`config.mk`:
```
export PLATFORM = sky130hd
export DESIGN_NAME = pkfifo_pair
export DESIGN_NICKNAME = d
export VERILOG_FILES = /design/src/rtl/pkfifo_pkg.sv /design/src/rtl/pkfifo_store.sv /design/src/rtl/pkfifo_txun.sv /design/src/rtl/pkfifo_rxpk.sv /design/src/rtl/pkfifo_pair.sv
export SDC_FILE = /design/constraint.sdc
export NUM_CORES = 1
export LEC_CHECK = 0
export BUFFER_PORTS_ARGS = -buffer_cell sky130_fd_sc_hd__buf_2
export CAP_MARGIN = 10
export CORE_ASPECT_RATIO = 1.2
export CORE_MARGIN = 3
export CORE_UTILIZATION = 56
export CTS_BUF_LIST = sky130_fd_sc_hd__clkbuf_16
export DETAILED_ROUTE_END_ITERATION = 8
export GPL_TIMING_DRIVEN = 1
export PLACE_DENSITY = 0.73
export SLEW_MARGIN = 5
export SYNTH_ARGS = -nofsm -noshare
export SYNTH_HDL_FRONTEND = slang
export SYNTH_HIERARCHICAL = 1
export SYNTH_SLANG_ARGS = --single-unit
```
`constraint.sdc`:
```
create_clock -name clk -period 5.3 [get_ports clk]
set_input_delay 0.53 -clock clk [delete_from_list [all_inputs] [get_ports clk]]
set_output_delay 0.53 -clock clk [all_outputs]
set_load 0.05 [all_outputs]
```
`src/rtl/pkfifo_pkg.sv`:
```
package pkfifo_pkg;

    localparam int WORD_W      = 32;
    localparam int LANES       = 4;
    localparam int LANE_W      = $clog2(LANES);
    localparam int TRIG_W      = 3;
    localparam int STAT_FLD_W  = 4;

    // Control register bit positions
    localparam int CTL_RXFLUSH   = 0;
    localparam int CTL_TXFLUSH   = 1;
    localparam int CTL_RXTRIG_LO = 2;
    localparam int CTL_TXTRIG_LO = 5;

    typedef logic [7:0]        byte_t;
    typedef logic [WORD_W-1:0] word_t;
    typedef logic [LANE_W-1:0] lane_t;

    // Register map; transmit aliases carry (byte count - 1) in bits 1:0
    typedef enum logic [2:0] {
        ADR_CTRL = 3'd0,
        ADR_STAT = 3'd1,
        ADR_RXD  = 3'd2,
        ADR_RSV  = 3'd3,
        ADR_TX1  = 3'd4,
        ADR_TX2  = 3'd5,
        ADR_TX3  = 3'd6,
        ADR_TX4  = 3'd7
    } reg_addr_e;

endpackage

```
`src/rtl/pkfifo_store.sv`:
```
module pkfifo_store #(
    parameter int DATA_W = 34,
    parameter int DEPTH  = 8,
    localparam int PTR_W = (DEPTH > 1) ? $clog2(DEPTH) : 1,
    localparam int OCC_W = $clog2(DEPTH + 1)
) (
    input  logic              clk,
    input  logic              rst_n,
    input  logic              flush,
    input  logic              push,
    input  logic              pop,
    input  logic [DATA_W-1:0] din,
    output logic [DATA_W-1:0] dout,
    output logic [OCC_W-1:0]  occupancy
);

    typedef struct packed {
        logic [PTR_W-1:0] wr;
        logic [PTR_W-1:0] rd;
        logic [OCC_W-1:0] occ;
    } store_st_t;

    store_st_t         st_d, st_q;
    logic [DATA_W-1:0] mem_q [DEPTH];
    logic              full_w, empty_w, do_push, do_pop;

    function automatic logic [PTR_W-1:0] bump(input logic [PTR_W-1:0] p);
        return (p == PTR_W'(DEPTH - 1)) ? '0 : p + 1'b1;
    endfunction

    always_comb begin
        full_w  = (st_q.occ == OCC_W'(DEPTH));
        empty_w = (st_q.occ == '0);
        do_push = push && !full_w && !flush;
        do_pop  = pop && !empty_w && !flush;
        st_d    = st_q;
        if (flush) begin
            st_d = '0;
        end else begin
            if (do_push) st_d.wr = bump(st_q.wr);
            if (do_pop)  st_d.rd = bump(st_q.rd);
            case ({do_push, do_pop})
                2'b10:   st_d.occ = st_q.occ + 1'b1;
                2'b01:   st_d.occ = st_q.occ - 1'b1;
                default: st_d.occ = st_q.occ;
            endcase
        end
    end

    always_ff @(posedge clk or negedge rst_n) begin
        if (!rst_n) st_q <= '0;
        else        st_q <= st_d;
    end

    always_ff @(posedge clk) begin
        if (do_push) mem_q[st_q.wr] <= din;
    end

    assign dout      = mem_q[st_q.rd];
    assign occupancy = st_q.occ;


    occ_bound_chk: assert property (@(posedge clk) disable iff (!rst_n)
        st_q.occ <= OCC_W'(DEPTH));


    flush_empties_chk: assert property (@(posedge clk) disable iff (!rst_n)
        flush |=> (st_q.occ == '0));


    empty_pop_hold_chk: assert property (@(posedge clk) disable iff (!rst_n)
        (pop && empty_w && !push && !flush) |=> $stable(st_q.occ));

endmodule

```
`src/rtl/pkfifo_txun.sv`:
```
module pkfifo_txun
    import pkfifo_pkg::*;
(
    input  logic  clk,
    input  logic  rst_n,
    input  logic  flush,
    input  logic  word_valid,
    input  word_t word,
    input  lane_t last_lane,
    input  logic  take,
    output logic  byte_valid,
    output byte_t byte_out,
    output logic  pop
);

    typedef struct packed {
        lane_t lane;
    } unpack_st_t;

    unpack_st_t st_d, st_q;

    always_comb begin
        st_d       = st_q;
        pop        = 1'b0;
        byte_valid = word_valid && !flush;
        byte_out   = word[{st_q.lane, 3'b000} +: 8];
        if (flush) begin
            st_d = '0;
        end else if (take && word_valid) begin
            if (st_q.lane == last_lane) begin
                pop       = 1'b1;
                st_d.lane = '0;
            end else begin
                st_d.lane = st_q.lane + 1'b1;
            end
        end
    end

    always_ff @(posedge clk or negedge rst_n) begin
        if (!rst_n) st_q <= '0;
        else        st_q <= st_d;
    end


    lane_in_word_chk: assert property (@(posedge clk) disable iff (!rst_n)
        word_valid |-> (st_q.lane <= last_lane));


    idle_lane_hold_chk: assert property (@(posedge clk) disable iff (!rst_n)
        (!take && !flush) |=> $stable(st_q.lane));

endmodule

```
`src/rtl/pkfifo_rxpk.sv`:
```
module pkfifo_rxpk
    import pkfifo_pkg::*;
(
    input  logic  clk,
    input  logic  rst_n,
    input  logic  flush,
    input  logic  in_valid,
    input  byte_t in_byte,
    input  logic  in_last,
    input  logic  room,
    output logic  ready,
    output logic  push,
    output word_t word
);

    typedef struct packed {
        lane_t lane;
        word_t acc;
    } pack_st_t;

    pack_st_t st_d, st_q;
    word_t    merged;
    logic     accept;

    always_comb begin
        st_d   = st_q;
        ready  = room && !flush;
        accept = in_valid && ready;
        merged = st_q.acc;
        merged[{st_q.lane, 3'b000} +: 8] = in_byte;
        word   = merged;
        push   = 1'b0;
        if (flush) begin
            st_d = '0;
        end else if (accept) begin
            if (st_q.lane == lane_t'(LANES - 1) || in_last) begin
                push = 1'b1;
                st_d = '0;
            end else begin
                st_d.acc  = merged;
                st_d.lane = st_q.lane + 1'b1;
            end
        end
    end

    always_ff @(posedge clk or negedge rst_n) begin
        if (!rst_n) st_q <= '0;
        else        st_q <= st_d;
    end


    stall_hold_chk: assert property (@(posedge clk) disable iff (!rst_n)
        (in_valid && !room && !flush) |=> $stable(st_q));


    fresh_word_clear_chk: assert property (@(posedge clk) disable iff (!rst_n)
        (st_q.lane == '0) |-> (st_q.acc == '0));

endmodule

```
`src/rtl/pkfifo_pair.sv`:
```
module pkfifo_pair
    import pkfifo_pkg::*;
#(
    parameter int DEPTH = 8
) (
    input  logic        clk,
    input  logic        rst_n,
    input  logic        reg_wr,
    input  logic        reg_rd,
    input  logic [2:0]  reg_addr,
    input  logic [31:0] reg_wdata,
    output logic [31:0] reg_rdata,
    output logic        tx_byte_valid,
    output logic [7:0]  tx_byte,
    input  logic        tx_byte_take,
    input  logic        rx_byte_valid,
    input  logic [7:0]  rx_byte,
    input  logic        rx_byte_last,
    output logic        rx_byte_ready,
    output logic        tx_req,
    output logic        rx_req,
    output logic        tx_overflow,
    output logic        rx_underflow
);

    localparam int OCC_W   = $clog2(DEPTH + 1);
    localparam int TXD_W   = WORD_W + LANE_W;
    localparam int SAT_MAX = (1 << STAT_FLD_W) - 1;

    typedef struct packed {
        logic [TRIG_W-1:0] tx_trig;
        logic [TRIG_W-1:0] rx_trig;
        logic              tx_fl;
        logic              rx_fl;
        logic              ovf;
        logic              unf;
    } ctl_st_t;

    ctl_st_t st_d, st_q;

    logic [OCC_W-1:0]      tx_cnt, rx_cnt;
    logic [TXD_W-1:0]      tx_head;
    word_t                 rx_head, rx_word;
    logic                  tx_push, tx_pop, rx_push, rx_pop;
    logic                  tx_full, rx_full, rx_empty;
    logic [31:0]           free_w, fill_w;
    logic [STAT_FLD_W-1:0] stat_tx, stat_rx;

    always_comb begin
        tx_full  = (tx_cnt == OCC_W'(DEPTH));
        rx_full  = (rx_cnt == OCC_W'(DEPTH));
        rx_empty = (rx_cnt == '0);
        tx_push  = reg_wr && reg_addr[2];
        rx_pop   = reg_rd && (reg_addr == ADR_RXD);

        st_d       = st_q;
        st_d.tx_fl = 1'b0;
        st_d.rx_fl = 1'b0;
        st_d.ovf   = tx_push && tx_full && !st_q.tx_fl;
        st_d.unf   = rx_pop && rx_empty && !st_q.rx_fl;
        if (reg_wr && reg_addr == ADR_CTRL) begin
            st_d.tx_trig = reg_wdata[CTL_TXTRIG_LO +: TRIG_W];
            st_d.rx_trig = reg_wdata[CTL_RXTRIG_LO +: TRIG_W];
            st_d.tx_fl   = reg_wdata[CTL_TXFLUSH];
            st_d.rx_fl   = reg_wdata[CTL_RXFLUSH];
        end

        free_w  = 32'(DEPTH) - 32'(tx_cnt);
        fill_w  = 32'(rx_cnt);
        stat_tx = (free_w > 32'(SAT_MAX)) ? STAT_FLD_W'(SAT_MAX) : free_w[STAT_FLD_W-1:0];
        stat_rx = (fill_w > 32'(SAT_MAX)) ? STAT_FLD_W'(SAT_MAX) : fill_w[STAT_FLD_W-1:0];
        tx_req  = free_w >= (32'(st_q.tx_trig) + 32'd1);
        rx_req  = fill_w >= (32'(st_q.rx_trig) + 32'd1);

        case (reg_addr)
            ADR_CTRL: reg_rdata = 32'({st_q.tx_trig, st_q.rx_trig, st_q.tx_fl, st_q.rx_fl});
            ADR_STAT: reg_rdata = 32'({stat_tx, stat_rx});
            ADR_RXD:  reg_rdata = rx_empty ? '0 : rx_head;
            default:  reg_rdata = '0;
        endcase
    end

    always_ff @(posedge clk or negedge rst_n) begin
        if (!rst_n) st_q <= '0;
        else        st_q <= st_d;
    end

    assign tx_overflow  = st_q.ovf;
    assign rx_underflow = st_q.unf;

    pkfifo_store #(.DATA_W(TXD_W), .DEPTH(DEPTH)) u_tx_store (
        .clk       (clk),
        .rst_n     (rst_n),
        .flush     (st_q.tx_fl),
        .push      (tx_push),
        .pop       (tx_pop),
        .din       ({reg_addr[1:0], reg_wdata}),
        .dout      (tx_head),
        .occupancy (tx_cnt)
    );

    pkfifo_txun u_txun (
        .clk        (clk),
        .rst_n      (rst_n),
        .flush      (st_q.tx_fl),
        .word_valid (tx_cnt != '0),
        .word       (tx_head[WORD_W-1:0]),
        .last_lane  (tx_head[TXD_W-1 -: LANE_W]),
        .take       (tx_byte_take),
        .byte_valid (tx_byte_valid),
        .byte_out   (tx_byte),
        .pop        (tx_pop)
    );

    pkfifo_rxpk u_rxpk (
        .clk      (clk),
        .rst_n    (rst_n),
        .flush    (st_q.rx_fl),
        .in_valid (rx_byte_valid),
        .in_byte  (rx_byte),
        .in_last  (rx_byte_last),
        .room     (!rx_full),
        .ready    (rx_byte_ready),
        .push     (rx_push),
        .word     (rx_word)
    );

    pkfifo_store #(.DATA_W(WORD_W), .DEPTH(DEPTH)) u_rx_store (
        .clk       (clk),
        .rst_n     (rst_n),
        .flush     (st_q.rx_fl),
        .push      (rx_push),
        .pop       (rx_pop),
        .din       (rx_word),
        .dout      (rx_head),
        .occupancy (rx_cnt)
    );


    txfl_selfclear_chk: assert property (@(posedge clk) disable iff (!rst_n)
        (st_q.tx_fl && !(reg_wr && reg_addr == ADR_CTRL && reg_wdata[CTL_TXFLUSH]))
        |=> !st_q.tx_fl);


    trig_keep_chk: assert property (@(posedge clk) disable iff (!rst_n)
        !(reg_wr && reg_addr == ADR_CTRL) |=> $stable({st_q.tx_trig, st_q.rx_trig}));


    ovf_pulse_chk: assert property (@(posedge clk) disable iff (!rst_n)
        (tx_push && tx_full && !st_q.tx_fl) |=> tx_overflow);


    unf_pulse_chk: assert property (@(posedge clk) disable iff (!rst_n)
        (rx_pop && rx_empty && !st_q.rx_fl) |=> rx_underflow);


    ready_full_chk: assert property (@(posedge clk) disable iff (!rst_n)
        rx_full |-> !rx_byte_ready);

endmodule

```
After elaboration in Yosys (flattened, before gate mapping)
Memories as Yosys holds them, arrays and structs flattened.
Cells that the tools add are included.
- add/subtract/negate cells: 14
- multipliers: 0
- div/mod/pow operators: 0
- order comparisons: 3
- eq/ne operators: 14
- shifts and indexed selects: 3
- multiplexer cells: 33
- bitwise gates (word level): 0
- reductions and logical operators: 38
- operators by type and width (cell ; count):
    34-bit two-way mux ; 3
    32-bit case mux with 3 select lines ; 1
    32-bit bitwise mux ; 1
    32-bit by 4-bit greater-or-equal comparator with 1-bit output ; 1
    32-bit by 4-bit greater-than comparator with 1-bit output, second input constant ; 1
    32-bit two-way mux ; 1
    8-bit by 7-bit variable shift with 32-bit output, first input constant ; 1
    32-bit by 6-bit indexed part select with 8-bit output ; 1
    8-bit by 7-bit indexed part select with 32-bit output ; 1
    3-bit two-way mux ; 8
    10-bit two-way mux ; 2
    1-bit logical AND ; 19
    4-bit case mux with 2 select lines ; 2
    3-bit by 1-bit adder with 3-bit output, second input constant ; 4
    3-bit == test, second input constant ; 4
    2-bit nonzero test ; 6
    1-bit two-way mux ; 10
    3-bit by 1-bit adder with 4-bit output, second input constant ; 2
    4-bit by 1-bit adder with 4-bit output, second input constant ; 2
    4-bit == test, second input constant ; 2
    4-bit logical NOT ; 2
    2-bit two-way mux ; 4
    4-bit by 1-bit subtractor with 4-bit output, second input constant ; 2
    5-bit negator with 7-bit output ; 1
    other kinds (14) ; 24
- flip-flop bits (word level): 66
- latch bits: 0
- memory bits (writable): 528
- ROM bits: 0
- output and inout port bits: 46
- word-level logic and storage cells: 122
- memories: 2
- memories (name ; depth ; bits a word ; read ports ; clocked after Yosys merged registers in ; write ports ; line ; source):
    u_tx_store.mem_q ; 8 ; 34 ; 1 ; 0 ; 1 ; pkfifo_store.sv:24 ; logic [DATA_W-1:0] mem_q [DEPTH];
    u_rx_store.mem_q ; 8 ; 32 ; 1 ; 0 ; 1 ; pkfifo_store.sv:24 ;

Logic depth before layout (Yosys ltp)
Gate-level depths: netlist of run 1.
- depth in word-level cells: 11
- gate-level depth with buffers: 16

Cells and area by module
Netlist of run 1, hierarchy kept.
- modules (own cells, without submodules) (module ; instances ; cells an instance ; area each (um^2) ; seq. area each (um^2)):
    pkfifo_store (u_tx_store) ; 1 ; 475 ; 10934.2 ; 8418.1
    pkfifo_store (u_rx_store) ; 1 ; 451 ; 10324.9 ; 7937.6
    pkfifo_rxpk ; 1 ; 165 ; 1856.8 ; 850.8
    pkfifo_pair ; 1 ; 138 ; 1106.1 ; 250.2
    pkfifo_txun ; 1 ; 26 ; 350.3 ; 50.0

Worst setup path after synthesis of run 1
Ideal clock, no wire load.
- kind: register -> register
- start point: reg u_rx_store.st_q (netlist bit u_rx_store/occupancy[0])
- end point: mem u_rx_store/mem_q[0][0] (netlist bit) (enable)
- arrival time: 3836 ps
- required time: 4839 ps
- slack: 1003 ps
- cell stages (with the launch flop): 10
- clock period less this slack: 4297 ps
- cell sequence: dfrtp_1 > buf_4 > nor3_1 > nand2_1 > nand3b_4 > nor2_1 > clkbuf_1 > and3b_1 > nand2b_1 > nor3_1
- word-level cells in the longest chain between the ends: 10
- RTL lines (item ; line ; source):
    from (decl) ; pkfifo_store.sv:23 ; store_st_t st_d, st_q;
    from (signal assigned) ; pkfifo_store.sv:52 ; else st_q <= st_d;
    4-bit == test ; pkfifo_pair.sv:51 ; rx_full = (rx_cnt == OCC_W'(DEPTH));
    1-bit logical NOT ; pkfifo_pair.sv:122 ; .room (!rx_full),
    1-bit logical AND ; pkfifo_rxpk.sv:27 ; ready = room && !flush;
    1-bit logical AND ; pkfifo_rxpk.sv:28 ; accept = in_valid && ready;
    1-bit two-way mux ; pkfifo_rxpk.sv:35 ; end else if (accept) begin
    1-bit two-way mux ; pkfifo_rxpk.sv:33 ; if (flush) begin
    via rx_push ; pkfifo_pair.sv:44 ; logic tx_push, tx_pop, rx_push, rx_pop;
    1-bit logical AND (2 in series) ; pkfifo_store.sv:34 ; do_push = push && !full_w && !flush;
    1-bit two-way mux ; pkfifo_store.sv:56 ; if (do_push) mem_q[st_q.wr] <= din;
    1-bit two-way mux (implied by the code) ; pkfifo_store.sv:56 ;
    to (decl) ; pkfifo_store.sv:24 ;
The timed path passes the listed nets, and every way through them passes these cells.

Worst setup path after layout of run 1
- start point: reg u_tx_store/st_q[4] (netlist bit)
- end point: out tx_byte[1]
- word-level cells in the longest chain between the ends: 2
- RTL lines (item ; line ; source):
    from (decl) ; pkfifo_store.sv:23 ;
    from (signal assigned) ; pkfifo_store.sv:52 ;
    memory read 8 x 34 bit ; -- ;
    via tx_head[25] ; pkfifo_pair.sv:42 ; logic [TXD_W-1:0] tx_head;
    32-bit by 6-bit indexed part select with 8-bit output ; pkfifo_txun.sv:26 ; byte_out = word[{st_q.lane, 3'b000} +: 8];
    to (decl) ; pkfifo_pair.sv:14 ; output logic [7:0] tx_byte,
The timed path passes the listed nets, and every way through them passes these cells.

==> impl_metrics.py, run 1 <==
metrics = {
    "critical_path": {
        "cp.arrival_ps": 3640,
        "ff2ff_path_depth": 13,
        "end_kind": "output pin",
        "crit_path_frequent_cell": "mux4_2",
        "startpoint_type": "register",
        "crit_chain": "buf_4, mux4_2, mux2_2, mux4_2, buf_2",
        "path_class": "reg2out",
        "path_delay_family": "multiplexers",
        "cp_max_fo": 38,
        "path_depth": 5,
        "crit_slowest_cell": "buf_4",
        "cp.required_ps": 4770,
        "critPathMaxStageDelay_ps": 690,
        "worst-path-buf-inv": 2,
    },
    "yosys": {
        "synth_area_um2": 24600,
        "yosysUniqueCellTypes": 66,
        "synth_seq_cells": 594,
        "avgSynthCellArea_um2": 19.6,
        "ys.flop_type": "edfxtp_1",
        "ys_async_sr_fraction": 0.111,
        "syn_inst": 1255,
        "synth_edf_count": 528,
        "synth_warnings": 6,
        "synthesis.nets": 1335,
        "seq_area_frac_synth": 0.712,
    },
    "timing": {
        "fmax_mhz": 240,
        "fin_crit_sh": 0.787,
        "slew_viol_final": 0,
        "rsz0062_at_grt": "no",
        "hold_viol": 0,
        "clock-skew-final_ps": 24.8,
        "fin_crit_ps": 4170,
        "finalSetupTns_ps": 0,
        "setup_viol": 0,
        "slew_headroom": 0.250,
        "worstMarginPinSlew_ps": 1130,
    },
    "place": {
        "routabilityCongestion": 0.769,
        "place_hpwl_um": 29800,
        "post-place-cells": 1854,
        "post_dp_cell_area_um2": 25700,
        "portBuffers": 95,
    },
    "cells_and_area": {
        "layout.cells.non_filler": 1959,
        "fillCellCount": 2905,
        "nets": 1439,
        "fin_area_um2": 27500,
        "synthToLayoutAreaGrowth_pct": 11.9,
        "drive_above_1_share": 0.319,
    },
    "floorplan": {
        "die_h_um": 235,
        "ios": 96,
        "num_rows": 83,
        "initial_core_util": 0.570,
        "core-area_um2": 43100,
        "die_area_um2": 46400,
        "dieWidth_um": 197,
    },
    "drt": {
        "drtIter0Drc": 853,
        "post_drt_via_cell_ratio": 6.15,
        "vias": 12100,
        "routed_wl_um": 49600,
        "wire_per_inst_um": 25.3,
        "drc": 0,
        "postRouteAntennaNets": 0,
        "dr.pass1.iters": 5,
    },
    "power": {
        "ir_drop_uv": 370,
        "swShare": 0.307,
        "power_switching_uw": 4240,
        "pwr-share-seq": 0.440,
        "power_frac_comb": 0.275,
        "clock_power_share": 0.285,
        "power_density_nw_per_um2": 502,
        "leakage_uw": 0.00926,
        "p_int_uw": 9580,
    },
    "outcome": {
        "status": "complete, no violations",
    },
    "global_route": {
        "grt_pass1_wl_um": 76500,
        "grt.overflow.total": 0,
        "antenna_found_initial": 4,
        "grtUsageTotal": 0.218,
        "grt_pass1_vias": 12600,
        "grt_max_degree": 67,
    },
    "clocking": {
        "clk_latency_ps": 600,
        "numCtsBuffers": 55,
        "cts.htree.levels": 2,
        "cts_tree": "done",
        "post_cts_resized": 0,
        "clock-sinks": 594,
        "clockRootBuffer": "clkbuf_16",
        "cts_hold_buf": 0,
        "postCtsSetupBuffers": 0,
        "path_clk_slew_ps": 70,
        "ctsLongestPathBuffers": 3,
    },
    "worst_hold_path": {
        "hold_class": "in2async",
    },
    "job": {
        "drv_cap": 0,
    },
}
==> layout make-up <==
type | instances | area [um2] | share of cell area
Inverter | 25 | 93.8 | 0.00341
Antenna cell | 1 | 2.50 | 0.0000910
Sequential cell | 594 | 17500 | 0.637
Timing Repair Buffer | 122 | 681 | 0.0247
Clock buffer | 56 | 1400 | 0.0509
Tap cell | 552 | 691 | 0.0251
Clock inverter | 48 | 419 | 0.0152
Multi-Input combinational cell | 561 | 6700 | 0.244
==> placed cells by master (no fill, tap or decap), drive strengths merged, types with 27 or more instances in the layout <==
| cell type | instances |
|---|---|
| edfxtp | 528 |
| mux4 | 140 |
| buf | 122 |
| mux2 | 70 |
| dfrtp | 66 |
| clkbuf | 56 |
| nor2 | 53 |
| inv | 35 |
| a22o | 33 |
| nand2 | 29 |
| ha | 28 |
| and2 | 27 |
| clkinv | 27 |
==> cells in the mapped netlist, types with 3 or more instances <==
master | instances | area (um2)
edfxtp_1 | 528 | 15900
mux4_2 | 137 | 3090
mux2_2 | 67 | 754
dfrtp_1 | 66 | 1650
nor2_1 | 51 | 191
a22o_1 | 33 | 289
buf_2 | 31 | 155
nand2_1 | 29 | 109
ha_1 | 28 | 350
and2_1 | 27 | 169
clkbuf_1 | 26 | 97.6
a32o_1 | 24 | 240
inv_1 | 24 | 90.1
o21ai_0 | 16 | 80.1
a21oi_1 | 15 | 75.1
buf_4 | 13 | 97.6
mux2i_1 | 13 | 130
nor3_1 | 12 | 60.1
nand2b_1 | 11 | 68.8
xnor2_1 | 8 | 70.1
a211oi_1 | 5 | 37.5
a21o_1 | 5 | 37.5
nand3_1 | 5 | 25.0
nor2b_1 | 5 | 31.3
a31oi_1 | 4 | 25.0
and3_1 | 4 | 25.0
xor2_1 | 4 | 35.0
a221o_1 | 3 | 30.0
and3b_1 | 3 | 26.3
mux2_1 | 3 | 33.8
mux4_1 | 3 | 78.8
==> cell families (layout without fill, tap and decap cells) <==
family                   count (synthesis)  after routing  synth area share
AO/OA/AOI/OAI                          121            121            0.0407
AND/OR/NAND/NOR                        175            175            0.0410
XOR/XNOR                                12             12           0.00428
other                                    0              1                 0
multiplexers                           223            223             0.166
flip-flops                             594            594             0.712
buffers and inverters                  100            251            0.0195
adder cells (fa/ha/maj)                 30             30            0.0159
==> stage by stage <==
step / hold slack, ps / power [uW] / setup WS (ps) / utilization
floorplan: 234 / 9030 / 1000 / -
global placement: 474 / 9940 / 1340 / 0.596
detailed placement: 482 / 10000 / 1200 / 0.596
CTS: 86.8 / 14000 / 1020 / 0.638
global route: 132 / 14400 / 908 / 0.638
finish: 77.9 / 13800 / 1130 / 0.638
==> flip-flops by register name (all words and copies together), names as in the netlist <==
name,cells
u_tx_store/mem_q,272
u_rx_store/mem_q,256
tx_overflow,1
u_rx_store/st_q,6
u_rx_store/occupancy,4
u_rxpk/st_q,34
st_q,8
u_tx_store/occupancy,4
u_txun/st_q,2
rx_underflow,1
u_tx_store/st_q,6
==> worst paths after layout <==
kind,slack [ps],to,startpoint
setup / recovery,1130,tx_byte[1],u_tx_store/st_q[4]
hold / removal,80,u_rx_store/st_q[7],rst_n
setup reg to reg,1150,u_tx_store/occupancy[3],u_tx_store/st_q[4]
hold reg to reg,490,u_rxpk/st_q[29],u_rxpk/st_q[29]
max in group asynchronous,4530,u_tx_store/st_q[4],rst_n
min in group clk,200,st_q[3],reg_wr
==> layer usage <==
layer / track usage / share of wire / up-vias
met1: 0.283 / 0.40 / 6323
li1: - / - / 5330
met5: 0 / 0.00063 / -
met2: 0.380 / 0.53 / 320
met4: 0.0735 / 0.025 / 4
met3: 0.0336 / 0.046 / 78
==> power by group through the flow <==
stage	Combinational (uW)	Clock [uW]	Sequential, uW
final	3800	3940	6090
after global placement	3770	0	6170
after detailed placement	3840	0	6200
after floorplan	3210	0	5810
after CTS	3860	4020	6100
after global routing	4090	4200	6160
No activity file was read; power rests on OpenSTA's default activity.
==> run 2, diff against run 1 <==
Settings changed: ABC_AREA from default to 1.
Clock period 5.3 ns to 4.2 ns, I/O delays scaled along.
==> run 2 against run 1 <==
Sequential power rose by 23%. Register-to-register slack got worse by 270 ps. Combinational power rose by 64%. Sequential share of layout area fell by 1.4 points. First-iteration DRC count rose by 84%. Routed wire length rose by 18%. Area after synthesis rose by 3.4%. Critical path type unchanged. Critical endpoint is now tx_byte[5]. Largest power group unchanged.
==> impl_metrics.py, run 2 <==
metrics = {
    "place": {
        "portBuffers": 95,
        "post-place-cells": 2740,
        "place_hpwl_um": 34600,
        "pre_cts_ws_ps": 917,
        "routabilityCongestion": 0.919,
    },
    "cells_and_area": {
        "top_regs": "u_tx_store/mem_q: 272 flops, u_rx_store/mem_q: 256 flops, u_rxpk/st_q: 34 flops",
        "final_cell_mix": "edfxtp_1 (528), nand2_1 (510), nor2_1 (265), o21ai_0 (156), o22ai_1 (110)",
        "top_register": "u_tx_store/mem_q",
        "final_common_cell": "edfxtp_1",
        "synthToLayoutAreaGrowth_pct": 10.8,
        "nets": 2277,
        "fillCellCount": 3374,
        "drive_above_1_share": 0.120,
        "layout.cells.non_filler": 2847,
        "largest_reg_flops": 272,
    },
    "timing": {
        "fin_crit_ps": 3690,
        "fin_crit_sh": 0.878,
        "slew_viol_final": 0,
        "hold_viol": 0,
        "finalSetupTns_ps": 0,
        "worstMarginPinSlew_ps": 1010,
        "postLayoutSetupSlackWorst_ps": 514,
        "fmax_mhz": 271,
        "clock-skew-final_ps": 20.1,
        "rsz0062_at_grt": "no",
        "slew_headroom": 0.328,
        "setup_viol": 0,
    },
    "drt": {
        "drc": 0,
        "vias": 16700,
        "dr.pass1.iters": 6,
        "post_drt_via_cell_ratio": 5.88,
        "wire_per_inst_um": 20.5,
        "postRouteAntennaNets": 0,
        "routed_wl_um": 58300,
        "drtIter0Drc": 1567,
    },
    "global_route": {
        "grt_pass1_wl_um": 91000,
        "grtUsageTotal": 0.241,
        "grt_max_degree": 132,
        "grt.overflow.total": 0,
        "grt_pass1_vias": 16300,
        "antenna_found_initial": 0,
    },
    "critical_path": {
        "startpoint_type": "register",
        "end_kind": "output pin",
        "path_class": "reg2out",
        "crit_chain": "buf_4, buf_12, o21ai_0, o22ai_1, nand2_1, nand2_1, o21ai_0, o22ai_1, buf_2",
        "cp_max_fo": 99,
        "worst-path-buf-inv": 3,
        "cp.required_ps": 3780,
        "cp.arrival_ps": 3270,
        "path_delay_family": "buffers and inverters",
        "crit_slowest_cell": "buf_12",
        "critPathMaxStageDelay_ps": 490,
    },
    "clocking": {
        "clock-sinks": 594,
        "ctsLongestPathBuffers": 3,
        "clk_latency_ps": 610,
        "clockRootBuffer": "clkbuf_16",
        "path_clk_slew_ps": 60,
        "cts_tree": "done",
        "post_cts_resized": 0,
        "cts.htree.levels": 2,
        "numCtsBuffers": 56,
    },
    "yosys": {
        "ys_async_sr_fraction": 0.111,
        "syn_inst": 2123,
        "synth_warnings": 6,
        "synth_fa_ha_area_frac": 0.0154,
        "synth_top_family_by_area": "simple AND/OR/NAND/NOR gates",
        "yosys.area.top_type": "edfxtp_1",
        "synth_compound_area_frac": 0.0751,
        "synthTopCellsByCount": "edfxtp_1 (528), nand2_1 (510), nor2_1 (281), o21ai_0 (156), o22ai_1 (110)",
        "synth_seq_cells": 594,
        "ys.flop_type": "edfxtp_1",
        "synth_top_area_frac": 0.624,
        "synth_most_common_cell": "edfxtp_1",
        "yosysUniqueCellTypes": 43,
        "synthSimpleGateAreaFrac": 0.140,
        "muxShareOfSynthArea": 0.0394,
        "synth_area_um2": 25400,
        "synth_edf_count": 528,
        "synthesis.nets": 2203,
        "seq_area_frac_synth": 0.689,
        "synth-xor-area-share": 0.00138,
        "ys_top_cells_by_area": "edfxtp_1 (62%), nand2_1 (7.5%), dfrtp_1 (6.5%)",
        "avgSynthCellArea_um2": 12.0,
    },
    "outcome": {
        "status": "complete, no violations",
    },
    "floorplan": {
        "initial_core_util": 0.573,
        "die_area_um2": 48000,
        "core-area_um2": 44400,
        "die_h_um": 239,
        "num_rows": 84,
        "dieWidth_um": 200,
        "ios": 96,
    },
    "power": {
        "leakage_uw": 0.0107,
        "swShare": 0.377,
        "pwr-share-seq": 0.404,
        "power_switching_uw": 6990,
        "power_density_nw_per_um2": 659,
        "power_frac_comb": 0.335,
        "p_int_uw": 11600,
        "ir_drop_uv": 452,
        "clock_power_share": 0.261,
    },
    "job": {
        "drv_cap": 0,
    },
    "worst_hold_path": {
        "hold_class": "in2reg",
    },
}
run 2: worst reg2reg max path, delay by kind of cell, from the launching register on:
| kind | cells | cell delay [ps] |
|---|---|---|
| AND/OR/NAND/NOR | 15 | 1620 |
| buffers and inverters | 2 | 510 |
| flip-flops | 1 | 410 |
| adder cells (fa/ha/maj) | 1 | 300 |
| AO/OA/AOI/OAI | 2 | 390 |
run 2: worst paths after layout:
path | from | end | slack [ps] | depth (start not counted)
worst max-delay path | u_tx_store/st_q[4] | tx_byte[5] | 510 | 9
worst min register to register | u_rxpk/st_q[15] | u_rxpk/st_q[15] | 480 | 2
worst min-delay path | reg_wdata[9] | u_tx_store/mem_q[2][9] | 80 | 1
max in group asynchronous | rst_n | u_tx_store/st_q[4] | 2980 | 2
min in group asynchronous | rst_n | u_rxpk/st_q[20] | 480 | 2
worst max register to register | u_tx_store/st_q[4] | u_tx_store/occupancy[3] | 880 | 20
run 2: kinds of logic (layout without fill, tap and decap cells):
kind of cell | after synthesis | after routing
AOI/OAI and AO/OA | 325 | 325
xor gates and xnor gates | 4 | 4
adders and majority gates | 30 | 30
buffers and inverters | 188 | 309
DFF | 594 | 594
muxes | 100 | 100
other | 0 | 1
and+or+nand+nor | 882 | 882
run 2: what timing repair did:
item | 4_1_cts | 5_1_grt
hold buffers | 1 | 0
endpoints found under the hold margin | 64 | 0
buffers inserted | 0 | 0
run 2: routing by layer:
| metal | track usage | up-vias | wire [um] |
|---|---|---|---|
| met3 | 0.0432 | 142 | 4590 |
| met5 | 0 | - | 0 |
| met2 | 0.410 | 736 | 28800 |
| met4 | 0.0895 | 0 | 2090 |
| met1 | 0.313 | 8168 | 22800 |
| li1 | - | 7688 | - |
run 2: final cells by class:
class	instances	area (um2)	share of cell area
clock inverter	49	373	0.0132
clock buffer	56	1400	0.0498
antenna	1	2.50	0.0000889
tap	602	753	0.0268
inverter	71	278	0.00987
sequential	594	17500	0.622
timing repair buffer	133	803	0.0285
multi-input combinational	1341	7020	0.249
run 2: through the flow:
step / utilization / hold slack (ps) / total power (uW) / cell area, um2
after floorplan: - / 124 / 12200 / 25400
after global placement: 0.594 / 462 / 13600 / 26400
after detailed placement: 0.594 / 467 / 13800 / 26400
after CTS: 0.635 / 48.1 / 18600 / 28100
after global routing: 0.635 / 65.5 / 19500 / 28100
final: 0.635 / 77.4 / 18600 / 28200
run 2: power by group through the flow:
stage	logic, uW	registers [uW]	clock network (uW)
CTS	6190	7490	4930
global route	6780	7560	5170
global placement	6020	7580	0
floorplan	4840	7320	0
detailed placement	6150	7600	0
finish	6220	7490	4850
